## src/rtl/rs_pkg.sv

```systemverilog
package rs_pkg;
    typedef enum logic [2:0] {
        ST_IDLE,
        ST_SETUP,
        ST_ROOT_TX,
        ST_RELAY,
        ST_DONE
    } rs_state_e;
endpackage

```

## src/rtl/rs_ring_math.sv

```systemverilog
// Modular arithmetic on the sampled root index and ring size.
module rs_ring_math #(
    parameter int MAX_NODES = 8,
    parameter int NODE_IDX  = 0,
    localparam int IW = $clog2(MAX_NODES),
    localparam int CW = $clog2(MAX_NODES + 1)
) (
    input  logic [IW-1:0] k_idx,
    input  logic [CW-1:0] p_cnt,
    output logic          is_root,
    output logic [CW-1:0] fwd_cnt,
    output logic [IW-1:0] first_dest
);
    localparam int QI = NODE_IDX;

    int kk;
    int pp;
    int ff;

    always_comb begin
        kk = int'(k_idx);
        pp = int'(p_cnt);
        if (QI < kk) begin
            ff = kk - 1 - QI;
        end else begin
            ff = kk + pp - 1 - QI;
        end
        if (ff < 0) begin
            ff = 0;
        end
        fwd_cnt    = CW'(ff);
        is_root    = (k_idx == IW'(QI));
        first_dest = (k_idx == '0) ? IW'(p_cnt - CW'(1)) : (k_idx - IW'(1));
    end
endmodule

```

## src/rtl/rs_dest_walk.sv

```systemverilog
// Root destination pointer: moves one step downward around the ring on each send.
module rs_dest_walk #(
    parameter int MAX_NODES = 8,
    localparam int IW = $clog2(MAX_NODES),
    localparam int CW = $clog2(MAX_NODES + 1)
) (
    input  logic          clk,
    input  logic          rst_n,
    input  logic          load,
    input  logic [IW-1:0] first,
    input  logic          step,
    input  logic [CW-1:0] p_cnt,
    output logic [IW-1:0] cur,
    output logic [IW-1:0] nxt
);
    always_comb begin
        nxt = (cur == '0) ? IW'(p_cnt - CW'(1)) : (cur - IW'(1));
    end

    always_ff @(posedge clk) begin
        if (!rst_n) begin
            cur <= '0;
        end else if (load) begin
            cur <= first;
        end else if (step) begin
            cur <= nxt;
        end
    end
endmodule

```

## src/rtl/rs_pingpong.sv

```systemverilog
// Two slots: one receives while the other sends; their roles swap after a forwarded arrival.
module rs_pingpong #(
    parameter int DATA_W = 16
) (
    input  logic              clk,
    input  logic              rst_n,
    input  logic              clr,
    input  logic              root_load,
    input  logic [DATA_W-1:0] root_word,
    input  logic              root_drop,
    input  logic              rx_store,
    input  logic [DATA_W-1:0] rx_word,
    input  logic              tx_fire,
    output logic              tx_vld,
    output logic [DATA_W-1:0] tx_word,
    output logic              rx_full
);
    logic [DATA_W-1:0] bank [2];
    logic              sel;
    logic              tx_free;

    always_comb begin
        tx_free = !tx_vld || tx_fire;
        tx_word = bank[~sel];
    end

    always_ff @(posedge clk) begin
        if (!rst_n) begin
            sel     <= 1'b0;
            rx_full <= 1'b0;
            tx_vld  <= 1'b0;
        end else if (clr) begin
            rx_full <= 1'b0;
            tx_vld  <= 1'b0;
        end else if (root_load) begin
            tx_vld <= 1'b1;
        end else if (root_drop) begin
            tx_vld <= 1'b0;
        end else if (rx_store) begin
            if (tx_free) begin
                sel    <= ~sel;
                tx_vld <= 1'b1;
            end else begin
                rx_full <= 1'b1;
            end
        end else if (rx_full && tx_free) begin
            sel     <= ~sel;
            tx_vld  <= 1'b1;
            rx_full <= 1'b0;
        end else if (tx_fire) begin
            tx_vld <= 1'b0;
        end
    end

    always_ff @(posedge clk) begin
        if (root_load) begin
            bank[~sel] <= root_word;
        end else if (rx_store) begin
            bank[sel] <= rx_word;
        end
    end

    AST_TX_HOLD: assert property (@(posedge clk) disable iff (!rst_n)
        (tx_vld && !tx_fire) |=> (tx_vld && $stable(tx_word)));
    AST_NO_OVERWRITE: assert property (@(posedge clk) disable iff (!rst_n)
        rx_store |-> !rx_full);
endmodule

```

## src/rtl/ring_scatter_node.sv

```systemverilog
module ring_scatter_node #(
    parameter int MAX_NODES = 8,
    parameter int DATA_W    = 16,
    parameter int NODE_IDX  = 0,
    localparam int IW = $clog2(MAX_NODES),
    localparam int CW = $clog2(MAX_NODES + 1)
) (
    input  logic                        clk,
    input  logic                        rst_n,
    input  logic                        start,
    input  logic [IW-1:0]               root_idx,
    input  logic [CW-1:0]               ring_size,
    input  logic [MAX_NODES*DATA_W-1:0] msg_tbl,
    input  logic                        rx_valid,
    input  logic [DATA_W-1:0]           rx_data,
    output logic                        rx_ready,
    output logic                        tx_valid,
    output logic [DATA_W-1:0]           tx_data,
    input  logic                        tx_ready,
    output logic [DATA_W-1:0]           own_msg,
    output logic                        done
);
    import rs_pkg::*;

    rs_state_e state, state_nx;

    logic [IW-1:0]     k_r;
    logic [CW-1:0]     p_r;
    logic [CW-1:0]     fwd_r;
    logic [CW-1:0]     sent_i;
    logic [CW-1:0]     rcnt;
    logic [CW-1:0]     relay_sent;
    logic              kept;
    logic [DATA_W-1:0] own_r;

    logic              is_root;
    logic [CW-1:0]     fwd_cnt;
    logic [IW-1:0]     first_dest;
    logic [IW-1:0]     walk_cur;
    logic [IW-1:0]     walk_nxt;

    logic              accept_start;
    logic              rx_fire;
    logic              tx_fire;
    logic              rx_store;
    logic              keep_now;
    logic              last_send;
    logic              root_load;
    logic              root_drop;
    logic [IW-1:0]     word_idx;
    logic [DATA_W-1:0] root_word;
    logic              rx_full;

    rs_ring_math #(.MAX_NODES(MAX_NODES), .NODE_IDX(NODE_IDX)) u_math (
        .k_idx      (k_r),
        .p_cnt      (p_r),
        .is_root    (is_root),
        .fwd_cnt    (fwd_cnt),
        .first_dest (first_dest)
    );

    rs_dest_walk #(.MAX_NODES(MAX_NODES)) u_walk (
        .clk   (clk),
        .rst_n (rst_n),
        .load  (state == ST_SETUP),
        .first (first_dest),
        .step  (root_load && (state == ST_ROOT_TX)),
        .p_cnt (p_r),
        .cur   (walk_cur),
        .nxt   (walk_nxt)
    );

    rs_pingpong #(.DATA_W(DATA_W)) u_slots (
        .clk       (clk),
        .rst_n     (rst_n),
        .clr       (accept_start),
        .root_load (root_load),
        .root_word (root_word),
        .root_drop (root_drop),
        .rx_store  (rx_store),
        .rx_word   (rx_data),
        .tx_fire   (tx_fire),
        .tx_vld    (tx_valid),
        .tx_word   (tx_data),
        .rx_full   (rx_full)
    );

    // Output and strobe decode
    always_comb begin
        accept_start = start && ((state == ST_IDLE) || (state == ST_DONE));
        rx_ready     = (state == ST_RELAY) && !rx_full && !kept;
        rx_fire      = rx_valid && rx_ready;
        tx_fire      = tx_valid && tx_ready;
        rx_store     = rx_fire && (rcnt < fwd_r);
        keep_now     = rx_fire && (rcnt == fwd_r);
        last_send    = (sent_i == (p_r - CW'(1)));
        root_load    = ((state == ST_SETUP) && is_root) ||
                       ((state == ST_ROOT_TX) && tx_fire && !last_send);
        root_drop    = (state == ST_ROOT_TX) && tx_fire && last_send;
        word_idx     = (state == ST_SETUP) ? first_dest : walk_nxt;
        root_word    = msg_tbl[int'(word_idx)*DATA_W +: DATA_W];
        own_msg      = own_r;
        done         = (state == ST_DONE);
    end

    // Next-state decode
    always_comb begin
        state_nx = state;
        unique case (state)
            ST_IDLE:    if (start) state_nx = ST_SETUP;
            ST_SETUP:   state_nx = is_root ? ST_ROOT_TX : ST_RELAY;
            ST_ROOT_TX: if (root_drop) state_nx = ST_DONE;
            ST_RELAY:   if (kept && !tx_valid && !rx_full) state_nx = ST_DONE;
            ST_DONE:    if (start) state_nx = ST_SETUP;
            default:    state_nx = ST_IDLE;
        endcase
    end

    // State register
    always_ff @(posedge clk) begin
        if (!rst_n) begin
            state <= ST_IDLE;
        end else begin
            state <= state_nx;
        end
    end

    // Datapath registers
    always_ff @(posedge clk) begin
        if (!rst_n) begin
            k_r        <= '0;
            p_r        <= CW'(2);
            fwd_r      <= '0;
            sent_i     <= '0;
            rcnt       <= '0;
            relay_sent <= '0;
            kept       <= 1'b0;
            own_r      <= '0;
        end else begin
            if (accept_start) begin
                k_r <= root_idx;
                p_r <= ring_size;
            end
            if (state == ST_SETUP) begin
                fwd_r      <= fwd_cnt;
                sent_i     <= CW'(1);
                rcnt       <= '0;
                relay_sent <= '0;
                kept       <= 1'b0;
            end
            if ((state == ST_ROOT_TX) && tx_fire) begin
                sent_i <= sent_i + CW'(1);
            end
            if (root_drop) begin
                own_r <= msg_tbl[int'(k_r)*DATA_W +: DATA_W];
            end
            if (rx_fire) begin
                rcnt <= rcnt + CW'(1);
            end
            if (keep_now) begin
                own_r <= rx_data;
                kept  <= 1'b1;
            end
            if ((state == ST_RELAY) && tx_fire) begin
                relay_sent <= relay_sent + CW'(1);
            end
        end
    end

    AST_FWD_BOUND: assert property (@(posedge clk) disable iff (!rst_n)
        ((state == ST_RELAY) && tx_fire) |-> (relay_sent < fwd_r));
    AST_FWD_TOTAL: assert property (@(posedge clk) disable iff (!rst_n)
        ($rose(done) && !is_root) |-> (relay_sent == fwd_r));
    AST_DONE_QUIET: assert property (@(posedge clk) disable iff (!rst_n)
        done |-> (!rx_ready && !tx_valid));
    AST_START_IGNORED: assert property (@(posedge clk) disable iff (!rst_n)
        (start && (state == ST_RELAY)) |=> (state != ST_SETUP));
    AST_ROOT_DEAF: assert property (@(posedge clk) disable iff (!rst_n)
        (state == ST_ROOT_TX) |-> !rx_ready);
endmodule

```

## config.mk

```make
export PLATFORM = sky130hd
export DESIGN_NAME = ring_scatter_node
export DESIGN_NICKNAME = d
export VERILOG_FILES = /design/src/rtl/rs_pkg.sv /design/src/rtl/rs_ring_math.sv /design/src/rtl/rs_dest_walk.sv /design/src/rtl/rs_pingpong.sv /design/src/rtl/ring_scatter_node.sv
export SDC_FILE = /design/constraint.sdc
export NUM_CORES = 1
export LEC_CHECK = 0
export ABC_AREA = 1
export BUFFER_PORTS_ARGS = -buffer_cell sky130_fd_sc_hd__buf_2
export CAP_MARGIN = 30
export CORE_MARGIN = 3
export CORE_UTILIZATION = 49
export CTS_BUF_LIST = sky130_fd_sc_hd__clkbuf_8
export DETAILED_ROUTE_END_ITERATION = 7
export GPL_ROUTABILITY_DRIVEN = 0
export PLACE_DENSITY = 0.8
export SYNTH_ARGS = -nofsm -noshare
export SYNTH_HDL_FRONTEND = slang
export SYNTH_HIERARCHICAL = 1
export SYNTH_SLANG_ARGS = --single-unit
```

## constraint.sdc

```tcl
create_clock -name clk -period 3.1 [get_ports clk]
set_input_delay 0.775 -clock clk [delete_from_list [all_inputs] [get_ports clk]]
set_output_delay 0.775 -clock clk [all_outputs]
set_load 0.01 [all_outputs]
```

---- Yosys cells after proc, flatten, opt, wreduce, memory -nomap -nowiden ----
Memory sizes are Yosys's and may differ from the RTL's.
Index checks and enable logic that the tools add are counted.
operators by class
  add/sub/neg operators ................... 8
  order comparisons ....................... 3
  eq/ne operators ......................... 12
  shift-type cells ........................ 2
  muxes and demuxes ....................... 40
  bitwise gates (word level) .............. 5
  reductions and logical operators ........ 39
operators with widths
  operator               number
  $shiftx 128x8->16      2
  $mux 16                3
  $lt 32x1->1 const B    1
  $mux 32                1
  $sub 32x2->32 const B  1
  $mux 3                 8
  $mux 1                 22
  $mux 4                 5
  $reduce_or 16->1       1
  $logic_and 1x1->1      15
  $pmux 3 s4             1
  $reduce_bool 2->1      6
  $logic_not 3->1        3
  $add 4x1->4 const B    2
  $eq 4x4->1             2
  $eq 3x2->1 const B     2
  $ne 2x2->1 const B     3
  $sub 3x1->3 const B    2
  $add 3x4->5            1
  $not 1->1              5
  $reduce_and 5->1       1
  $reduce_bool 5->1      1
  $logic_not 1->1        4
  $lt 4x4->1             1
  12 further kinds       16
storage, ports and cells
  flip-flop bits (word level) ............. 45
  bits in writable memories ............... 32
  logic and storage cells ................. 122
  memories kept ........................... 1
memory list
  memory        words  width  rd ports  clocked after memory_dff  wr ports  RTL line           text
  u_slots.bank  2      16     1         0                         1         rs_pingpong.sv:18  logic [DATA_W-1:0] bank [2];

---- Logic depth before layout (Yosys ltp) ----
Gate-level depths: netlist (run 1).
  depth in word-level cells ............... 10
  mapped depth ............................ 19
  mapped depth without buffers ............ 19

---- Modules after synthesis ----
The synthesis (run 1) kept the hierarchy.
by module, submodules not included
  module             times used  cells an instance  area an instance (µm²)
  ring_scatter_node  1           771                4,404.2
  rs_pingpong        1           176                1,589.0
  rs_ring_math       1           54                 320.3
  rs_dest_walk       1           32                 211.5

---- Worst setup path before layout (run 1) ----
No wires, ideal clock.
  path kind ............................... input -> register
  start ................................... input tx_ready
  end ..................................... memory u_slots.bank[0][0] (enable)
  setup time .............................. 0.394 ns
  data arrival time ....................... 2.588 ns
  data required time ...................... 2.706 ns
  path slack .............................. 0.118 ns
  stages on the path ...................... 7
  path buffers ............................ 0
  cell sequence ........................... nand2_1 nor3_4 nand2_1 o21ai_0 nor2_4 xor2_1 a21oi_1
on the way
  cells in the longest elaborated chain, start to end .. 8
RTL lines
  element                            RTL line                 text
  start, declared                    ring_scatter_node.sv:19  input logic tx_ready,
  $logic_and 1x1->1 *                ring_scatter_node.sv:93  tx_fire = tx_valid && tx_ready;
  $logic_and 1x1->1 * (2 in series)  ring_scatter_node.sv:98  ((state == ST_ROOT_TX) && tx_fire && !last_send);
  $logic_or 1x1->1 *                 ring_scatter_node.sv:97  root_load = ((state == ST_SETUP) && is_root) ||
  named net root_load                ring_scatter_node.sv:48  logic root_load;
  $mux 1                             rs_pingpong.sv:56        if (root_load) begin
  $mux 1 (implied by the code)       rs_pingpong.sv:59        bank[sel] <= rx_word;
  $reduce_or 16->1 (no source line)  n/a
  $mux 1 (no source line)            n/a
  end, declared                      rs_pingpong.sv:18
Mark *: on every way through the listed nets, which the timed path passes. The rest lies on a longest branch.

---- Worst setup path after layout (run 1) ----
  start ................................... register k_r[0]
  end ..................................... memory u_slots.bank[1][6] (data pin)
RTL lines
  element                                         RTL line                  text
  start, declared                                 ring_scatter_node.sv:27   logic [IW-1:0] k_r;
  start signal, assigned                          ring_scatter_node.sv:141  k_r <= root_idx;
  $sub 3x1->3 or $logic_not 3->1 (tied branches)  rs_ring_math.sv:33        first_dest = (k_idx == '0) ? IW'(p_cnt - CW'(1)) : (k_idx - IW'(1));
  $mux 3 *                                        rs_ring_math.sv:33
  named net first_dest[0]                         ring_scatter_node.sv:38   logic [IW-1:0] first_dest;
  $mux 3 *                                        ring_scatter_node.sv:100  word_idx = (state == ST_SETUP) ? first_dest : walk_nxt;
  $shiftx 128x8->16 *                             ring_scatter_node.sv:101  root_word = msg_tbl[int'(word_idx)*DATA_W +: DATA_W];
  named net root_word[6]                          ring_scatter_node.sv:51   logic [DATA_W-1:0] root_word;
  $mux 16 (no source line) *                      n/a
Marks and branches as above.

==> flow_summary.json, run 1 <==
{
  "dr.first_iter.drc_count": 798,
  "path_class": "register to register",
  "setup_tns_ps": 0,
  "vdd_drop_max_mv": 0.960,
  "async_flop_share_pct": 0,
  "die_area_um2": 14700,
  "cts-buffers-inserted": 9,
  "clockBufferDepth": 2,
  "fin_crit_ps": 2790,
  "synthFlopType": "dfxtp_1",
  "clk_pin_slew_ps": 80,
  "synth_compound_area_share_pct": 28.4,
  "grt_pass1_wl_um": 32000,
  "dpl_cell_area_um2": 7510,
  "place_inst": 1351,
  "fin_skew_ps": 10.5,
  "insertion_delay_ps": 350,
  "end_kind": "register",
  "slowest_stage": "dfxtp_4",
  "htreeDepth": 3,
  "rows": 41,
  "via_count": 7355,
  "grtUsageMet2_pct": 38.5,
  "worst_pin_slew_ps": 694,
  "ctsHoldBuffers": 0,
  "synthSimpleGateAreaFrac_pct": 25.3,
  "crit_chain": "inv_1 -> ha_1 -> nand2_1 -> o21ai_1 -> ha_1 -> inv_1 -> inv_1 -> o21ai_4 -> buf_12 -> a21oi_1 -> o21ai_0 -> nand2_1 -> nand2_1 -> nand2_1 -> nand2_1 -> nand2_1",
  "grt_max_degree": 131,
  "io_buffers": 190,
  "die_w_um": 121,
  "fin_crit_sh_pct": 89.9,
  "fp.dieH_um": 121,
  "initial_utilization_pct": 50.9,
  "antenna_found_initial": 1,
  "total_power_mw": 9.12,
  "finalHoldViolCount": 0,
  "synth_seq_cells": 77,
  "synthCells": 1033,
  "grt_pass1_vias": 6436,
  "grt_use_met3_pct": 5.31,
  "min_path_type": "register to register",
  "avgSynthCellArea_um2": 6.32,
  "drt-total-wl_um": 20600,
  "synthTopCellsByArea": "nand2_1 17%, edfxtp_1 15%, dfxtp_1 14%, a21oi_1 9.6%, o21ai_0 8.1%",
  "drv_slew": 0,
  "setup_viol": 0,
  "ant_nets": 0,
  "cts.sinks": 77,
  "fmax_mhz": 359,
  "synth_area_um2": 6530,
  "dr.pass1.iters": 8,
  "num_io_pins": 191,
  "viasPerCell": 5.37,
  "final_cells": 1369,
  "cts_tree": "built",
  "power.density_nw_per_um2": 1170,
  "status": "finished, final reports clean",
  "design_area_um2": 7810,
  "synth.net_count": 1207,
  "synth_top_family_by_area": "compound AO/OA/AOI/OAI gates",
  "grtUsageMet1_pct": 40.5,
  "grt-busiest-layer": "met1",
  "cts_root_buf": "clkbuf_8",
  "hpwl_um": 15600,
  "rsz0062_at_grt": "no",
  "critical-path-max-stage-delay_ps": 340,
  "yosys.area.top_type": "nand2_1",
  "grt.total_usage_pct": 27.0,
  "cp_max_fo": 21,
  "synthMuxAreaShare_pct": 0,
  "drive_gt1_share_pct": 22.1,
  "cp-start-kind": "register",
  "drcViolationCount": 0,
  "synthAdderAreaFrac_pct": 3.57,
  "wire_per_inst_um": 15.1,
  "seq_area_frac_synth_pct": 28.5,
  "ys_types": 43,
  "fin_nets": 1365,
  "synthToLayoutAreaGrowth_pct": 19.7,
  "cp.arrival_ps": 2870,
  "p_leak_nw": 3.99,
  "layout_commonest_cell": "nand2_1",
  "synth_warnings": 6,
  "final_cell_mix": "301 x nand2_1, 190 x buf_2, 125 x a21oi_1",
  "netlist.area_leader.share_pct": 17.3,
  "holdWs_ps": 468,
  "crit_path_frequent_cell": "nand2_1",
  "gr-total-overflow": 0,
  "cp.required_ps": 3180,
  "fp.coreArea_um2": 12800,
  "relSlewSlack_pct": 53.5,
  "synth_edf_count": 32,
  "maxCapViolCount": 0,
  "synthXorXnorAreaFrac_pct": 1.07
}
cells by family after synthesis:
group,Yosys count
xor+xnor,8
compound gates,338
fa+ha+maj,18
buf+inv,190
simple gates,402
flops,77
cell type report:
class | count | area, µm²
Timing Repair Buffer | 209 | 1160
Clock inverter | 6 | 128
Multi-Input combinational cell | 766 | 3810
Antenna cell | 1 | 2.50
Sequential cell | 77 | 1870
Inverter | 128 | 485
Tap cell | 172 | 215
Fill cell | 1254 | 5020
Clock buffer | 10 | 138
state kept, by name, summed over array words and instances, names as in the netlist:
register         flops
u_slots/bank        32
state                3
u_slots/sel          1
u_walk/cur           3
fwd_r                4
k_r                  3
u_slots/tx_vld       1
u_slots/rx_full      1
rcnt                 4
p_r                  4
sent_i               4
kept                 1
own_msg             16
cell usage after synthesis (all sizes together), types with 4 or more instances:
| cell | instances |
|---|---|
| xor2 | 4 |
| ha | 17 |
| nand3 | 45 |
| nor2 | 41 |
| a21oi | 136 |
| nand2 | 308 |
| o21ai | 161 |
| edfxtp | 32 |
| inv | 126 |
| dfxtp | 45 |
| buf | 40 |
| clkbuf | 22 |
| o211ai | 33 |
| nor3 | 4 |
| xnor2 | 4 |
metrics by stage:
stage	worst slack, ps	util (%)
after floorplan	118	-
after global placement	342	58.6
after detailed placement	294	58.6
after CTS	254	60.7
after global routing	88.2	60.9
final	313	60.9
final timing paths:
| kind | startpoint | to | slack (ps) | depth (start not counted) |
|---|---|---|---|---|
| hold / removal | fwd_r[2]$_SDFFE_PN0P_ | fwd_r[2]$_SDFFE_PN0P_ | 470 | 2 |
| setup reg to reg | k_r[0]$_SDFFE_PN0P_ | u_slots/bank[1][6]$_DFFE_PP_ | 310 | 16 |
| hold reg to reg | fwd_r[2]$_SDFFE_PN0P_ | fwd_r[2]$_SDFFE_PN0P_ | 470 | 2 |
| setup / recovery | k_r[0]$_SDFFE_PN0P_ | u_slots/bank[1][6]$_DFFE_PP_ | 310 | 16 |
per-layer routing:
metal  vias up  part of all wire (%)
li1       3737                     -
met1      3158                    46
met2       418                    41
met3        42                    10
met4         0                   2.5
met5         -                     0
repair_timing:
action	CTS	global route
setup endpoints to repair	0	4
gates resized for setup	0	1
setup buffers	0	0
endpoints found under the hold margin	0	0
report_power, final:
part | total (mW) | switching, mW | internal [mW]
Combinational | 6.42 | 4.17 | 2.26
Sequential | 1.71 | 0.118 | 1.59
Clock | 0.992 | 0.359 | 0.633
Total | 9.12 | 4.64 | 4.48
critical path: cells and delay by family, from the launching register on:
family / cells / cell delay, ps
AO/OA/AOI/OAI: 4 / 680
AND/OR/NAND/NOR: 6 / 510
buffers and inverters: 4 / 500
adder cells (fa/ha/maj): 2 / 460
flip-flops: 1 / 340
Power figures use the tool's default switching activity.
==> run 2, diff against run 1 <==
--- a/config.mk
+++ b/config.mk
@@ -8,8 +8,10 @@
 export ABC_AREA = 1
 export BUFFER_PORTS_ARGS = -buffer_cell sky130_fd_sc_hd__buf_2
 export CAP_MARGIN = 30
+export CELL_PAD_IN_SITES_DETAIL_PLACEMENT = 0
+export CELL_PAD_IN_SITES_GLOBAL_PLACEMENT = 1
 export CORE_MARGIN = 3
-export CORE_UTILIZATION = 49
+export CORE_UTILIZATION = 33
 export CTS_BUF_LIST = sky130_fd_sc_hd__clkbuf_8
 export DETAILED_ROUTE_END_ITERATION = 7
 export GPL_ROUTABILITY_DRIVEN = 0
==> run 2 against run 1 <==
Sequential share of layout area is 0.17 points lower; critical path type unchanged; sequential power hardly changed; critical path depth stayed put; die area is 46% higher; power is 1.5% lower; via count is 2.1% lower; non-clock buffer count is 1 higher; clock-buffer cell count stayed put; routed wire length is 10% higher.
==> flow_summary.json, run 2 (synthesis gave the netlist of run 1 again) <==
{
  "gr-total-overflow": 0,
  "p_leak_nw": 3.95,
  "drt-total-wl_um": 22700,
  "synthToLayoutAreaGrowth_pct": 20.6,
  "fill_cells": 2081,
  "cp.required_ps": 3210,
  "die_area_um2": 21500,
  "clockBufferDepth": 2,
  "final_cells": 1459,
  "setup_viol": 0,
  "viasPerCell": 4.94,
  "crit_path_frequent_cell": "nand2_1",
  "grt.total_usage_pct": 20.6,
  "regMostFlops": "u_slots/bank",
  "io_buffers": 190,
  "dpl_cell_area_um2": 7640,
  "initial_utilization_pct": 34.2,
  "insertion_delay_ps": 360,
  "crit_chain": "inv_1 -> ha_1 -> nand2_1 -> o21ai_1 -> ha_1 -> inv_1 -> inv_1 -> o21ai_4 -> buf_4 -> a21oi_1 -> o21ai_0 -> nand2_1 -> nand2_1 -> nand2_1 -> nand2_1 -> nand2_1",
  "fp.coreArea_um2": 19100,
  "fmax_mhz": 367,
  "fin_util_pct": 41.2,
  "clk_pin_slew_ps": 90,
  "status": "finished, final reports clean",
  "wire_per_inst_um": 15.6,
  "cp-start-kind": "register",
  "vdd_drop_max_mv": 0.646,
  "cp_max_fo": 10,
  "rows": 50,
  "drcViolationCount": 0,
  "grt_pass1_vias": 6532,
  "multi_input_area_um2": 3810,
  "fp.dieH_um": 147,
  "fin_crit_sh_pct": 87.9,
  "hpwl_um": 17600,
  "design_area_um2": 7870,
  "cts.sinks": 77,
  "drive_gt1_share_pct": 22.2,
  "drv_slew": 0,
  "min_path_type": "register to register",
  "htreeDepth": 3,
  "slowest_stage": "dfxtp_4",
  "dr.first_iter.drc_count": 531,
  "relSlewSlack_pct": 51.6,
  "layout_commonest_cell": "nand2_1",
  "cts_root_buf": "clkbuf_8",
  "via_count": 7202,
  "dr.pass1.iters": 5,
  "grt_pass1_wl_um": 35800,
  "largest_reg_flops": 32,
  "grt_max_degree": 78,
  "dp_slack_ps": 290,
  "end_kind": "register",
  "rsz0062_at_grt": "no",
  "path_class": "register to register",
  "cp.arrival_ps": 2840,
  "worst_pin_slew_ps": 726,
  "place_inst": 1441,
  "critical-path-max-stage-delay_ps": 350,
  "maxCapViolCount": 0,
  "cts_tree": "built",
  "cts-buffers-inserted": 9,
  "die_w_um": 147,
  "setup_tns_ps": 0,
  "num_io_pins": 191,
  "ant_nets": 0,
  "worst_slack_ps": 374,
  "fin_nets": 1366,
  "fin_skew_ps": 15.4,
  "fin_crit_ps": 2730,
  "finalHoldViolCount": 0,
  "final_cell_mix": "301 x nand2_1, 190 x buf_2, 125 x a21oi_1",
  "power.density_nw_per_um2": 1140,
  "seq_area_um2": 1870,
  "antenna_found_initial": 3
}
## run 2: cell count changes in the layout (fill, tap and decap cells not counted), sizes merged
cell      before  now
bufinv         4    2
clkinv         2    4
buf          209  210
clkinvlp       0    1
diode          1    2
inv          128  127
## run 2: final cells by class
type	instances	share of cell area [%]
Antenna cell	2	0.0636
Tap cell	260	4.14
Sequential cell	77	23.7
Timing Repair Buffer	210	14.6
Clock inverter	6	1.08
Multi-Input combinational cell	766	48.4
Clock buffer	10	1.75
Inverter	128	6.17
## run 2: power by group
group          internal, mW  switching [mW]
Sequential             1.59           0.115
Combinational          2.22            4.20
Clock                 0.474           0.391
Total                  4.28            4.70
## run 2: final timing paths
| path | from | endpoint | slack (ps) | cells after the start |
|---|---|---|---|---|
| worst max-delay path | k_r[0]$_SDFFE_PN0P_ | u_slots/bank[0][2]$_DFFE_PP_ | 370 | 16 |
| worst min-delay path | fwd_r[3]$_SDFFE_PN0P_ | fwd_r[3]$_SDFFE_PN0P_ | 470 | 2 |
| worst max register to register | k_r[0]$_SDFFE_PN0P_ | u_slots/bank[0][2]$_DFFE_PP_ | 370 | 16 |
| worst min register to register | fwd_r[3]$_SDFFE_PN0P_ | fwd_r[3]$_SDFFE_PN0P_ | 470 | 2 |
## run 2: metrics by stage
| step | hold WS, ps | total power [mW] |
|---|---|---|
| after floorplan | 435 | 6.55 |
| after global placement | 451 | 7.97 |
| after detailed placement | 457 | 8.06 |
| after CTS | 472 | 8.95 |
| after global routing | 505 | 9.96 |
| final | 467 | 8.99 |
## run 2: routing by layer
metal / GRT usage, % / wire length (µm) / up-vias
li1: - / - / 3738
met5: 0 / 9 / -
met2: 29.4 / 9360 / 266
met3: 3.79 / 1720 / 18
met4: 4.80 / 290 / 2
met1: 31.9 / 11300 / 3178
## run 2: worst max-delay path, delay by kind of cell (launching register included)
| kind | cells | cell delay [ps] |
|---|---|---|
| AO/OA/AOI/OAI | 4 | 600 |
| adder cells (fa/ha/maj) | 2 | 470 |
| flip-flops | 1 | 350 |
| AND/OR/NAND/NOR | 6 | 530 |
| buffers and inverters | 4 | 510 |
## run 2: timing repair
action,4_1_cts,5_1_grt
buffers inserted,0,0
hold buffers,0,0
setup endpoints to repair,0,16
resized for setup,0,1
==> run 3, diff against run 2 <==
--- a/config.mk
+++ b/config.mk
@@ -16,6 +16,7 @@
 export DETAILED_ROUTE_END_ITERATION = 7
 export GPL_ROUTABILITY_DRIVEN = 0
 export PLACE_DENSITY = 0.8
+export RECOVER_POWER = 25
 export SYNTH_ARGS = -nofsm -noshare
 export SYNTH_HDL_FRONTEND = slang
 export SYNTH_HIERARCHICAL = 1
==> run 3 against run 2 <==
Hold slack is essentially flat; largest cell class unchanged; power shrank 0.32%; combinational power is essentially flat; clock-buffer cell count is the same; non-clock buffer count is the same; critical path type unchanged; critical endpoint is now own_msg[2]$_SDFFE_PN0P_; utilization shrank 0.30 points; clock power is essentially flat; routed wire length grew 0.50%; cell count is the same.
==> flow_summary.json, run 3 (synthesis gave the netlist of run 1 again) <==
{
  "status": "finished, final reports clean",
  "cp_max_fo": 77,
  "dpl_cell_area_um2": 7640,
  "p_leak_nw": 3.85,
  "worst_slack_ps": 347,
  "fp.coreArea_um2": 19100,
  "htreeDepth": 3,
  "post_cts_buffers": 0,
  "wl_met1_um": 11500,
  "grt_pass1_wl_um": 35800,
  "fin_skew_ps": 16.6,
  "highest_layer": "met5",
  "rsz0062_at_grt": "no",
  "drt-total-wl_um": 22800,
  "p_int_mw": 4.27,
  "worst_pin_slew_ps": 1070,
  "fin_nets": 1366,
  "synthToLayoutAreaGrowth_pct": 19.7,
  "fin_util_pct": 40.9,
  "dr.first_iter.drc_count": 587,
  "drive_gt1_share_pct": 20.1,
  "relSlewSlack_pct": 28.6,
  "design_area_um2": 7810,
  "cts_root_buf": "clkbuf_8",
  "min_path_type": "register to register",
  "dr.pass1.iters": 5,
  "maxCapViolCount": 0,
  "die_w_um": 147,
  "fin_crit_sh_pct": 88.8,
  "viasPerCell": 4.94,
  "wl_met3_um": 1650,
  "clk_pin_slew_ps": 90,
  "final_cell_mix": "302 x nand2_1, 172 x buf_2, 125 x a21oi_1",
  "die_area_um2": 21500,
  "num_io_pins": 191,
  "clockPowerShare_pct": 9.7,
  "cts-buffers-inserted": 9,
  "ctsHoldBuffers": 0,
  "gr-total-overflow": 0,
  "io_buffers": 190,
  "wl_met2_um": 9400,
  "path_class": "register to register",
  "cp-start-kind": "register",
  "fin_crit_ps": 2750,
  "p_sw_share_pct": 52.3,
  "initial_utilization_pct": 34.2,
  "clockBufferDepth": 2,
  "comb_power_share_pct": 71.3,
  "startpoint": "k_r[0]$_SDFFE_PN0P_",
  "cts_tree": "built",
  "p_sw_mw": 4.69,
  "drv_slew": 0,
  "cts.sinks": 77,
  "hold_path.startpoint": "fwd_r[3]$_SDFFE_PN0P_",
  "dp_slack_ps": 290,
  "cp.arrival_ps": 2990,
  "hpwl_um": 17600,
  "ant_nets": 0,
  "setup_viol": 0,
  "end_kind": "register",
  "grt.total_usage_pct": 20.6,
  "grt_pass1_vias": 6532,
  "timing.rr.start": "k_r[0]$_SDFFE_PN0P_",
  "rows": 50,
  "antenna_found_initial": 3,
  "vdd_drop_max_mv": 0.646,
  "insertion_delay_ps": 360,
  "setup_tns_ps": 0,
  "layout_commonest_cell": "nand2_1",
  "finalHoldViolCount": 0,
  "power.density_nw_per_um2": 1150,
  "largest_reg_flops": 32,
  "drcViolationCount": 0,
  "cp.required_ps": 3340,
  "regMostFlops": "u_slots/bank",
  "fp.dieH_um": 147,
  "via_count": 7208,
  "power_frac_seq_pct": 19.0,
  "grt_max_degree": 78,
  "wire_per_inst_um": 15.6,
  "holdWs_ps": 467,
  "fmax_mhz": 363
}
==> run 3: final timing paths <==
kind | slack [ps] | endpoint | cells past startpoint
max | 350 | own_msg[2]$_SDFFE_PN0P_ | 9
min | 470 | fwd_r[3]$_SDFFE_PN0P_ | 2
max reg2reg | 350 | own_msg[2]$_SDFFE_PN0P_ | 9
min reg2reg | 470 | fwd_r[3]$_SDFFE_PN0P_ | 2
==> run 3: final cells by class <==
type / instances / area (µm²)
timing repair buffer: 210 / 1120
clock buffer: 10 / 138
clock inverter: 6 / 85.1
multi-input combinational: 766 / 3790
inverter: 128 / 485
sequential: 77 / 1860
fill: 2091 / 11300
tap: 260 / 325
antenna: 2 / 5.00
==> run 3: power by group through the flow <==
stage / clock network [mW] / registers [mW] / logic (mW)
6_report: 0.867 / 1.70 / 6.39
4_1_cts: 0.883 / 1.70 / 6.36
3_5_place_dp: 0 / 1.73 / 6.34
5_1_grt: 0.935 / 1.72 / 7.28
3_3_place_gp: 0 / 1.73 / 6.24
2_1_floorplan: 0 / 1.71 / 4.84
==> run 3: through the flow <==
stage | std cells | power [mW]
final | 1459 | 8.96
after global routing | 1459 | 9.94
after CTS | 1457 | 8.95
after detailed placement | 1441 | 8.06
after global placement | 1441 | 7.97
after floorplan | 1033 | 6.55
==> run 3: metal layers <==
layer  vias up  global-route usage, %
li1       3743                      -
met1      3192                   31.9
met2       253                   29.4
met3        18                   3.79
met4         2                   4.80
met5         -                      0
==> run 3: critical path, stage by stage, from the launching register on <==
cell and delay [ps]:
dfxtp_1 340, buf_4 430, buf_4 640, a21oi_1 140, o21ai_0 120, nand2_1 60
o21ai_0 400, nand2_1 150, o21ai_0 150, a21oi_1 100
==> run 3: what timing repair did <==
action,CTS,global route
endpoints found under the setup margin,0,16
hold endpoints to repair,0,0
resized for setup,0,1
